[config.mk]
export PLATFORM = sky130hd
export DESIGN_NAME = cfg_window_bridge
export DESIGN_NICKNAME = d
export VERILOG_FILES = /design/src/rtl/cfgw_pkg.sv /design/src/rtl/cfgw_index_reg.sv /design/src/rtl/cfgw_addr_form.sv /design/src/rtl/cfgw_lane_fmt.sv /design/src/rtl/cfgw_seq.sv /design/src/rtl/cfg_window_bridge.sv
export SDC_FILE = /design/constraint.sdc
export NUM_CORES = 1
export LEC_CHECK = 0
export CAP_MARGIN = 10
export CELL_PAD_IN_SITES_DETAIL_PLACEMENT = 2
export CELL_PAD_IN_SITES_GLOBAL_PLACEMENT = 2
export CORE_MARGIN = 2
export CORE_UTILIZATION = 30
export DETAILED_ROUTE_END_ITERATION = 10
export DONT_BUFFER_PORTS = 1
export PLACE_DENSITY_LB_ADDON = 0.1
export SYNTH_ARGS = -nofsm -noshare
export SYNTH_HDL_FRONTEND = slang
export SYNTH_SLANG_ARGS = --single-unit
export TNS_END_PERCENT = 30
[constraint.sdc]
create_clock -name clk -period 1.8 [get_ports clk]
set_input_delay 0.27 -clock clk [delete_from_list [all_inputs] [get_ports clk]]
set_output_delay 0.27 -clock clk [all_outputs]
set_load 0.005 [all_outputs]
[src/rtl/cfgw_pkg.sv]
// cfgw_pkg: shared widths, size codes, sequencer states and data helpers
// for the configuration window bridge. Assumes a 32-bit data path made of
// 8-bit byte lanes.
package cfgw_pkg;

    localparam int CFGW_AW    = 32;
    localparam int CFGW_DW    = 32;
    localparam int CFGW_LANES = CFGW_DW / 8;
    localparam int CFGW_SZW   = 3;

    typedef enum logic [1:0] {
        SZ_BYTE = 2'd0,
        SZ_HALF = 2'd1,
        SZ_WORD = 2'd2,
        SZ_RSVD = 2'd3
    } cfgw_size_e;

    typedef enum logic [1:0] {
        ST_IDLE,
        ST_ISSUE,
        ST_WAIT,
        ST_DONE
    } cfgw_state_e;

    // Map the reserved size code onto a word access.
    function automatic cfgw_size_e cfgw_norm(input logic [1:0] code);
        return (code == 2'd3) ? SZ_WORD : cfgw_size_e'(code);
    endfunction

    // Number of bytes moved by a normalised size code.
    function automatic logic [CFGW_SZW-1:0] cfgw_bytes(input cfgw_size_e sz);
        case (sz)
            SZ_BYTE: return CFGW_SZW'(1);
            SZ_HALF: return CFGW_SZW'(2);
            default: return CFGW_SZW'(4);
        endcase
    endfunction

    // Ones over the lanes an access of this size covers.
    function automatic logic [CFGW_DW-1:0] cfgw_mask(input cfgw_size_e sz);
        logic [CFGW_DW-1:0] m;
        m = '0;
        for (int i = 0; i < CFGW_LANES; i++) begin
            if (i < int'(cfgw_bytes(sz))) m[8*i +: 8] = 8'hFF;
        end
        return m;
    endfunction

    // Reverse the order of the low n byte lanes. Lanes above n are cleared.
    function automatic logic [CFGW_DW-1:0] cfgw_swap(input logic [CFGW_DW-1:0] d,
                                                     input int n);
        logic [CFGW_DW-1:0] o;
        o = '0;
        for (int i = 0; i < CFGW_LANES; i++) begin
            if (i < n) o[8*i +: 8] = d[8*(n-1-i) +: 8];
        end
        return o;
    endfunction

endpackage

[src/rtl/cfgw_index_reg.sv]
// cfgw_index_reg: holds the 32-bit configuration index register and
// exposes its enable flag. Assumes the CPU writes the whole register at
// once. Reset clears it, which disables window access.
module cfgw_index_reg #(
    parameter int AW     = 32,
    parameter int EN_BIT = AW - 1
) (
    input  logic          clk,
    input  logic          rst_n,
    input  logic          wr_en,
    input  logic [AW-1:0] wr_data,
    output logic [AW-1:0] value,
    output logic          enabled
);

    logic [AW-1:0] idx_q;

    // Load the full index value on a write strobe; clear on reset.
    always_ff @(posedge clk) begin
        if (!rst_n)     idx_q <= '0;
        else if (wr_en) idx_q <= wr_data;
    end

    assign value   = idx_q;
    assign enabled = idx_q[EN_BIT];

endmodule

[src/rtl/cfgw_addr_form.sv]
// cfgw_addr_form: builds the downstream configuration address from the
// index register and the window offset. Sub-word accesses OR the offset
// into the low bits; word accesses take the index value unchanged.
// Purely combinational.
module cfgw_addr_form
    import cfgw_pkg::*;
#(
    parameter int AW    = 32,
    parameter int OFF_W = 2
) (
    input  logic [AW-1:0]    index_val,
    input  logic [OFF_W-1:0] offset,
    input  cfgw_size_e       size,
    output logic [AW-1:0]    addr
);

    logic [AW-1:0] off_ext;

    // Zero-extend the offset to the address width.
    always_comb off_ext = {{(AW-OFF_W){1'b0}}, offset};

    // Merge the offset for byte/halfword accesses only.
    always_comb begin
        if (size == SZ_WORD) addr = index_val;
        else                 addr = index_val | off_ext;
    end

endmodule

[src/rtl/cfgw_lane_fmt.sv]
// cfgw_lane_fmt: sizes and orders data in both directions. Write data is
// masked to the access width and, for a big-endian build, byte-reversed
// across that width. Read data gets the same treatment on return.
// Combinational; the lane order is fixed by a parameter at elaboration.
module cfgw_lane_fmt
    import cfgw_pkg::*;
#(
    parameter bit BIG_ENDIAN = 1'b0,
    parameter int DW         = CFGW_DW
) (
    input  logic [DW-1:0] wr_in,
    input  cfgw_size_e    wr_size,
    output logic [DW-1:0] wr_out,
    input  logic [DW-1:0] rd_in,
    input  cfgw_size_e    rd_size,
    output logic [DW-1:0] rd_out
);

    generate
        if (BIG_ENDIAN) begin : g_big
            // Reverse lanes within the access width in each direction.
            always_comb wr_out = cfgw_swap(wr_in, int'(cfgw_bytes(wr_size)));
            always_comb rd_out = cfgw_swap(rd_in, int'(cfgw_bytes(rd_size)));
        end else begin : g_little
            // Pass data through with upper lanes cleared.
            always_comb wr_out = wr_in & cfgw_mask(wr_size);
            always_comb rd_out = rd_in & cfgw_mask(rd_size);
        end
    endgenerate

endmodule

[src/rtl/cfgw_seq.sv]
// cfgw_seq: sequences one window access at a time. On acceptance it either
// answers locally (enable flag clear) or latches a downstream request.
// It holds the request until the downstream side takes it, waits for read
// data, and pulses completion with the result.
// Assumes the formatted inputs are stable in the cycle they are sampled.
module cfgw_seq
    import cfgw_pkg::*;
#(
    parameter int AW  = 32,
    parameter int DW  = 32,
    parameter int SZW = 3
) (
    input  logic           clk,
    input  logic           rst_n,
    input  logic           acc_req,
    input  logic           acc_we,
    input  cfgw_size_e     acc_size,
    input  logic           cfg_en,
    input  logic [AW-1:0]  formed_addr,
    input  logic [DW-1:0]  formed_wdata,
    output logic           acc_ready,
    output logic           acc_done,
    output logic [DW-1:0]  acc_rdata,
    output cfgw_size_e     held_size,
    output logic           req_valid,
    input  logic           req_ready,
    output logic           req_we,
    output logic [AW-1:0]  req_addr,
    output logic [SZW-1:0] req_size,
    output logic [DW-1:0]  req_wdata,
    input  logic           rsp_valid,
    input  logic [DW-1:0]  rsp_data
);

    cfgw_state_e   state_q;
    logic          we_q;
    cfgw_size_e    size_q;
    logic [AW-1:0] addr_q;
    logic [DW-1:0] wdata_q;
    logic [DW-1:0] rdata_q;
    logic          accept;

    // An access is taken only while idle.
    always_comb accept = acc_req && (state_q == ST_IDLE);

    // State transitions of the single-outstanding sequencer.
    always_ff @(posedge clk) begin
        if (!rst_n) begin
            state_q <= ST_IDLE;
        end else begin
            case (state_q)
                ST_IDLE:  if (accept) state_q <= cfg_en ? ST_ISSUE : ST_DONE;
                ST_ISSUE: if (req_ready) state_q <= we_q ? ST_DONE : ST_WAIT;
                ST_WAIT:  if (rsp_valid) state_q <= ST_DONE;
                default:  state_q <= ST_IDLE;
            endcase
        end
    end

    // Latch the request fields at acceptance.
    always_ff @(posedge clk) begin
        if (!rst_n) begin
            we_q    <= 1'b0;
            size_q  <= SZ_BYTE;
            addr_q  <= '0;
            wdata_q <= '0;
        end else if (accept) begin
            we_q    <= acc_we;
            size_q  <= acc_size;
            addr_q  <= formed_addr;
            wdata_q <= formed_wdata;
        end
    end

    // Result register: local default, zero for writes, or captured response.
    always_ff @(posedge clk) begin
        if (!rst_n) begin
            rdata_q <= '0;
        end else begin
            case (state_q)
                ST_IDLE:  if (accept && !cfg_en)
                              rdata_q <= acc_we ? '0 : cfgw_mask(acc_size);
                ST_ISSUE: if (req_ready && we_q) rdata_q <= '0;
                ST_WAIT:  if (rsp_valid) rdata_q <= rsp_data;
                default:  rdata_q <= rdata_q;
            endcase
        end
    end

    assign acc_ready = (state_q == ST_IDLE);
    assign acc_done  = (state_q == ST_DONE);
    assign acc_rdata = rdata_q;
    assign held_size = size_q;
    assign req_valid = (state_q == ST_ISSUE);
    assign req_we    = we_q;
    assign req_addr  = addr_q;
    assign req_size  = cfgw_bytes(size_q);
    assign req_wdata = wdata_q;

endmodule

[src/rtl/cfg_window_bridge.sv]
// cfg_window_bridge: top of the configuration index/data window bridge.
// It ties together the index register, address forming, lane formatting
// and the access sequencer. Assumes a single CPU master that keeps
// win_req high until it sees win_ready.
module cfg_window_bridge
    import cfgw_pkg::*;
#(
    parameter bit BIG_ENDIAN = 1'b0
) (
    input  logic                clk,
    input  logic                rst_n,
    input  logic                areg_we,
    input  logic [CFGW_AW-1:0]  areg_wdata,
    output logic [CFGW_AW-1:0]  areg_rdata,
    input  logic                win_req,
    input  logic                win_we,
    input  logic [1:0]          win_off,
    input  logic [1:0]          win_size,
    input  logic [CFGW_DW-1:0]  win_wdata,
    output logic                win_ready,
    output logic                win_done,
    output logic [CFGW_DW-1:0]  win_rdata,
    output logic                dn_valid,
    input  logic                dn_ready,
    output logic                dn_we,
    output logic [CFGW_AW-1:0]  dn_addr,
    output logic [CFGW_SZW-1:0] dn_size,
    output logic [CFGW_DW-1:0]  dn_wdata,
    input  logic                dn_rvalid,
    input  logic [CFGW_DW-1:0]  dn_rdata
);

    localparam int EN_BIT = CFGW_AW - 1;

    logic               cfg_en;
    cfgw_size_e         size_n;
    cfgw_size_e         held_size;
    logic [CFGW_AW-1:0] formed_addr;
    logic [CFGW_DW-1:0] formed_wdata;
    logic [CFGW_DW-1:0] rsp_fmt;

    // Fold the reserved size code into a word access.
    always_comb size_n = cfgw_norm(win_size);

    cfgw_index_reg #(.AW(CFGW_AW), .EN_BIT(EN_BIT)) u_index (
        .clk     (clk),
        .rst_n   (rst_n),
        .wr_en   (areg_we),
        .wr_data (areg_wdata),
        .value   (areg_rdata),
        .enabled (cfg_en)
    );

    cfgw_addr_form #(.AW(CFGW_AW), .OFF_W(2)) u_addr (
        .index_val (areg_rdata),
        .offset    (win_off),
        .size      (size_n),
        .addr      (formed_addr)
    );

    cfgw_lane_fmt #(.BIG_ENDIAN(BIG_ENDIAN), .DW(CFGW_DW)) u_lanes (
        .wr_in   (win_wdata),
        .wr_size (size_n),
        .wr_out  (formed_wdata),
        .rd_in   (dn_rdata),
        .rd_size (held_size),
        .rd_out  (rsp_fmt)
    );

    cfgw_seq #(.AW(CFGW_AW), .DW(CFGW_DW), .SZW(CFGW_SZW)) u_seq (
        .clk          (clk),
        .rst_n        (rst_n),
        .acc_req      (win_req),
        .acc_we       (win_we),
        .acc_size     (size_n),
        .cfg_en       (cfg_en),
        .formed_addr  (formed_addr),
        .formed_wdata (formed_wdata),
        .acc_ready    (win_ready),
        .acc_done     (win_done),
        .acc_rdata    (win_rdata),
        .held_size    (held_size),
        .req_valid    (dn_valid),
        .req_ready    (dn_ready),
        .req_we       (dn_we),
        .req_addr     (dn_addr),
        .req_size     (dn_size),
        .req_wdata    (dn_wdata),
        .rsp_valid    (dn_rvalid),
        .rsp_data     (rsp_fmt)
    );

endmodule

# Yosys cells after proc, flatten, opt, wreduce, memory -nomap -nowiden

Index checks and enable logic that the tools add are counted.

Input bits: 107
Output and inout bits: 135
Register bits: 133
Word-level logic and storage cells: 74

Eq/ne operators: 12
Muxes and demuxes: 30
$lt $le $gt $ge: 12
Reduce and logical (&&, ||, !) cells: 10
Bitwise gates (word level): 3

Operators with widths:

| operator           | count |
|---|---|
| $mux 32            | 5 |
| $mux 8             | 12 |
| $pmux 32 s3        | 1 |
| $and 32x32->32     | 2 |
| $or 32x2->32       | 1 |
| $lt 1x3->1 const A | 6 |
| $lt 2x3->1 const A | 6 |
| $pmux 3 s2         | 2 |
| $mux 2             | 5 |
| $mux 3             | 3 |
| $eq 2x2->1 const B | 4 |
| $ne 2x1->1 const B | 4 |
| $eq 2x1->1 const B | 3 |
| $logic_not 2->1    | 3 |
| $pmux 2 s3         | 1 |
| $reduce_and 4->1   | 1 |
| $logic_and 1x1->1  | 3 |
| $reduce_and 3->1   | 1 |
| $reduce_bool 3->1  | 1 |
| $ne 2x2->1 const B | 1 |
| $logic_not 1->1    | 1 |
| $mux 1             | 1 |

# Depth between registers and ports, before layout

Depth after elaboration: 12
Depth in mapped cells: 8
Gate-level depth less buffers: 7

# Modules after synthesis

Synthesis repeated with hierarchy kept, for this count alone.

Cells, all modules: 687
Area, all modules: 6169.7 um^2

By module, submodules not included:

| module            | times used | cells each | area each (um^2) | sequential area each (um^2) |
|---|---|---|---|---|
| cfgw_seq          | 1          | 474        | 4184.0           | 2021.9 |
| cfgw_index_reg    | 1          | 104        | 1251.2           | 640.6 |
| cfgw_lane_fmt     | 1          | 74         | 470.5            | 0.0 |
| cfgw_addr_form    | 1          | 33         | 254.0            | 0.0 |
| cfg_window_bridge | 1          | 2          | 10.0             | 0.0 |

# Worst setup path before layout

OpenSTA, ideal clock, no wires.

Path kind: register -> register
From: register u_seq.state_q[1]
To: register u_seq.rdata_q[0], in the netlist u_seq.acc_rdata[0]
Arrival: 1603 ps
Slack: 81 ps
Required time: 1684 ps
Stages on the path, launching flop included: 9
Library setup time: 116 ps
Period minus slack after synthesis: 1719 ps
Path buffers: 2
Cell sequence: dfxtp_1 -> inv_1 -> ha_1 -> a21boi_1 -> a2111oi_4 -> buf_4 -> buf_4 -> nand2_1 -> o211a_1

Elaborated cells between the ends (all ways): 11
Classes of those cells: eq/ne (5); mux (1); reduce/logical (5)

RTL lines:

| item                                                             | line                    | source |
|---|---|---|
| start: declaration                                               | cfgw_seq.sv:35          | `cfgw_state_e state_q;` |
| start signal: assignment                                         | cfgw_seq.sv:52          | `ST_IDLE: if (accept) state_q <= cfg_en ? ST_ISSUE : ST_DONE;` |
| start signal: assignment                                         | cfgw_seq.sv:53          | `ST_ISSUE: if (req_ready) state_q <= we_q ? ST_DONE : ST_WAIT;` |
| $eq 2x1->1 (*)                                                   | n/a                     |  |
| named net dn_valid                                               | cfg_window_bridge.sv:23 | `output logic dn_valid,` |
| $ne 2x1->1 (no source line) or $reduce_bool 3->1 (tied branches) | n/a                     |  |
| $reduce_and 4->1 (no source line)                                | n/a                     |  |
| end signal: assignment                                           | cfgw_seq.sv:82          | `rdata_q <= acc_we ? '0 : cfgw_mask(acc_size);` |
| end signal: assignment                                           | cfgw_seq.sv:84          | `ST_WAIT: if (rsp_valid) rdata_q <= rsp_data;` |
| end signal: assignment                                           | cfgw_seq.sv:85          | `default: rdata_q <= rdata_q;` |
| end: declaration                                                 | cfgw_seq.sv:40          | `logic [DW-1:0] rdata_q;` |

Mark *: on every way through the listed nets, which the timed path passes. The rest lies on a longest branch.
A chain may end at the register's enable or synchronous reset.

# Worst setup path after layout

From: register u_seq.state_q[0]
To: register u_seq.rdata_q[3], in the netlist u_seq.acc_rdata[3]

Word-level cells in the longest chain between the ends: 5
Elaborated cells between the ends (all ways): 11
Classes of those cells: eq/ne (5); mux (1); reduce/logical (5)

RTL lines:

| item                              | line                           | source |
|---|---|---|
| $logic_not 2->1                   | cfgw_seq.sv:44, cfgw_seq.sv:80 |  |
| $logic_and 1x1->1                 | cfgw_seq.sv:44                 | `always_comb accept = acc_req && (state_q == ST_IDLE);` |
| $logic_and 1x1->1                 | cfgw_seq.sv:81                 | `ST_IDLE: if (accept && !cfg_en)` |
| $ne 2x1->1 (no source line)       | n/a                            |  |
| $reduce_and 4->1 (no source line) | n/a                            |  |

Parallel ways exist; a longest one is shown, timed or not.

==> run_results.csv <==
group,metric,value,unit
outcome,status,"completed",
global_routing,grt_pass1_vias,4615,
floorplanning,die-width,139,um
floorplanning,dieArea,0.0194,mm^2
cts,cts_buffers,17,
floorplanning,die_y,139,um
final_layout,drive_above_1_share,12.5,%
hold_path,hp-class,"input pin to flop",
route,top_layer,"met4",
run,drv_cap,0,
power_and_ir_drop,clkPwrFrac,33.9,%
global_routing,antenna_found_initial,1,
worst_setup_path,critPathTopFamily,"buffers and inverters",
sta,fin_crit_sh,96.8,%
synthesis,synth_seq_area_share,48.6,%
cts,cts_tree,"built",
place,place_ws,-0.0820,ns
sta,skew,0.00523,ns
hold_path,min_path_cells,1,
final_layout,design_area,0.00656,mm^2
power_and_ir_drop,p_int,7.50,mW
worst_setup_path,r2r_cells,7,
floorplanning,io_pins,242,
power_and_ir_drop,p_per_area,1690,mW/mm^2
global_routing,grt_use_total,18.4,%
sta,fin_ws,0.0576,ns
cts,htree_levels,4,
worst_setup_path,crit_cells,7,
route,wl_met2,8.93,mm
route,wirelength,18.3,mm
synthesis,yosysTopAreaCellShare,48.6,%
synthesis,syn-num-nets,713,
route,firstDrtPassIters,4,
final_layout,fillCellCount,1942,
sta,maxSlewViolCount,0,
final_layout,post-route-util,36.5,%
cts,clkTransAtPathRegs,0.06,ns
synthesis,syn_area_per_cell,9.12,um^2
power_and_ir_drop,power_frac_comb,30.1,%
cts,clock_sinks,133,
power_and_ir_drop,power,11.1,mW
cts,cts_root_buf,"clkbuf_16",
route,ant_nets,0,
worst_setup_path,critPathArrivalTime,2.10,ns
route,drtIter0Drc,119,
global_routing,grt_pass1_wl,27.7,mm
worst_setup_path,critPathKind,"flop to flop",
final_layout,layout.nets,705,
route,routedWlPerCell,21.9,um
worst_setup_path,worstPathRequired,2.16,ns
synthesis,syn_area,0.00548,mm^2
final_layout,area.growth.synth_to_final,19.7,%
worst_setup_path,cp-start-kind,"flop",
synthesis,ys.warnings.count,0,
floorplanning,rows,49,
sta,rsz0062_at_grt,"true",
cts,clk_latency,0.41,ns
synthesis,yosys.area.top_type,"dfxtp_1",
power_and_ir_drop,power_frac_seq,36.1,%
worst_setup_path,crit_slowest_cell,"dfxtp_4",
cts,clk_path_buf_depth,2,
power_and_ir_drop,switchingPower,3.60,mW
synthesis,synth_area_leaders,"dfxtp_1 49%, nand2_1 8.8%, a21boi_0 7.7%, mux2i_1 6.0%, nor2b_1 5.0%",
sta,tightest_slew,0.762,ns
synthesis,synth_edf_count,0,
place,postPlaceCellArea,0.00555,mm^2
place,portBuffers,0,
place,dp_hpwl,11.4,mm
synthesis,yosys.cell_types.count,31,
global_routing,grt_max_degree,72,
worst_setup_path,end_kind,"flop",
floorplanning,coreArea,0.0180,mm^2
sta,hold_violations,0,
synthesis,synth.most_common_cell,"dfxtp_1",
sta,fmax,574,MHz
sta,slew_headroom,49.0,%
floorplanning,start_util,30.5,%
route,wl_met1,7.43,mm
synthesis,synth_common_cells,"133 x dfxtp_1, 129 x nand2_1, 56 x a21boi_0",
worst_setup_path,cp_max_fo,14,
route,avgViaCountPerCell,5.10,
route,route.met3.wl,1.64,mm
synthesis,synth-async-reset-ratio,0,%
power_and_ir_drop,max-vdd-ir-drop,687,uV
power_and_ir_drop,swShare,32.4,%
worst_setup_path,cp_slowest_stage_delay,0.35,ns
sta,hold_ws,0.0195,ns
route,vias,4259,
synthesis,syn_inst,601,
power_and_ir_drop,power.leakage,2.74,nW
global_routing,grt_overflow_total,0,
worst_setup_path,crit_chain,"buf_4 > ha_1 > a2111oi_4 > buf_6 > buf_12 > clkbuf_16 > o211a_1",
worst_setup_path,path_buf_inv,4,
final_layout,n_antenna_cell,0,
sta,period_needed,1.74,ns
sta,setup-violations-final,0,
synthesis,synth_ff_type,"dfxtp_1",
route,drc,0,
synthesis,ys_ff_latch,133,
place,gp_congestion,0.754,
-- flip-flops by register name, indices dropped and copies added (netlist names) --
| register | flops |
|---|---|
| u_seq.req_addr | 32 |
| u_seq.held_size | 2 |
| u_seq.req_we | 1 |
| u_index.value | 32 |
| u_seq.acc_rdata | 32 |
| u_seq.req_wdata | 32 |
| u_seq.state_q | 2 |
-- repair_timing --
item | 4_1_cts | 5_1_grt
pin swaps | 1 | 2
gates resized for setup | 2 | 9
gates cloned | 0 | 4
hold endpoints to repair | 78 | 0
hold buffers | 17 | 0
buffers inserted | 1 | 6
endpoints found under the setup margin | 42 | 43
-- stage by stage --
stage          cells  setup TNS, ns
2_1_floorplan    601              0
3_3_place_gp     775              0
3_5_place_dp     775          -1.17
4_1_cts          825              0
5_1_grt          835         -0.227
6_report         835              0
-- layout by cell type, fill, tap and decap left out, drive strengths merged, types with 4 or more instances in the layout --
cell and n:
inv 10, clkbuf 23, bufinv 4, nor2 6
buf 30, dfxtp 133, clkinv 5, nand3 16
a22oi 8, a21oi 37, o211a 24, a21boi 57
nor2b 44, nand2 129, o21ai 10, ha 5
dlygate4sd3 15, mux2i 33
-- kinds of logic (layout without fill, tap and decap cells) --
| group | Yosys count | count (layout) | share of synthesized area [%] |
|---|---|---|---|
| and+or+nand+nor | 204 | 204 | 17.1 |
| AOI/OAI and AO/OA | 142 | 142 | 18.8 |
| adders and majority gates | 5 | 5 | 1.14 |
| buffers and inverters | 84 | 89 | 8.42 |
| DFF | 133 | 133 | 48.6 |
| muxes | 33 | 33 | 6.02 |
-- power groups by stage --
stage                     clock network (mW)  logic (mW)  registers [mW]
after floorplan                            0        1.96            3.88
after global placement                     0        2.52            4.06
after detailed placement                   0        2.66            4.07
after CTS                               3.88        2.80            4.01
after global routing                    4.00        3.71            4.07
final                                   3.76        3.34            4.00
-- worst register-to-register path, stage by stage (launching register included) --
cell and delay, ns:
dfxtp_4 0.35, buf_4 0.13, ha_1 0.24, a2111oi_4 0.34
buf_6 0.22, buf_12 0.12, clkbuf_16 0.15, o211a_1 0.14
-- metal layers --
metal / vias to the layer above / GRT usage, %
met5: - / 0
met4: 0 / 6.27
met3: 19 / 8.15
met2: 150 / 31.0
met1: 2116 / 20.8
li1: 1974 / -
-- path summary, 6_finish.rpt --
path | from | to | slack (ns)
max | u_seq.state_q[0] | u_seq.acc_rdata[3] | 0.06
min | rst_n | u_seq.state_q[0] | 0.02
max reg2reg | u_seq.state_q[0] | u_seq.acc_rdata[3] | 0.06
min reg2reg | u_seq.req_addr[6] | u_seq.req_addr[6] | 0.49
-- cell type report --
type	count	area, um^2	area share [%]
Multi-Input combinational cell	384	2390	36.4
Clock buffer	20	457	6.96
Inverter	9	33.8	0.515
Sequential cell	133	2670	40.6
Timing Repair Buffer	48	553	8.43
Clock inverter	12	176	2.69
Tap cell	229	287	4.37
Power figures use the tool's default switching activity.
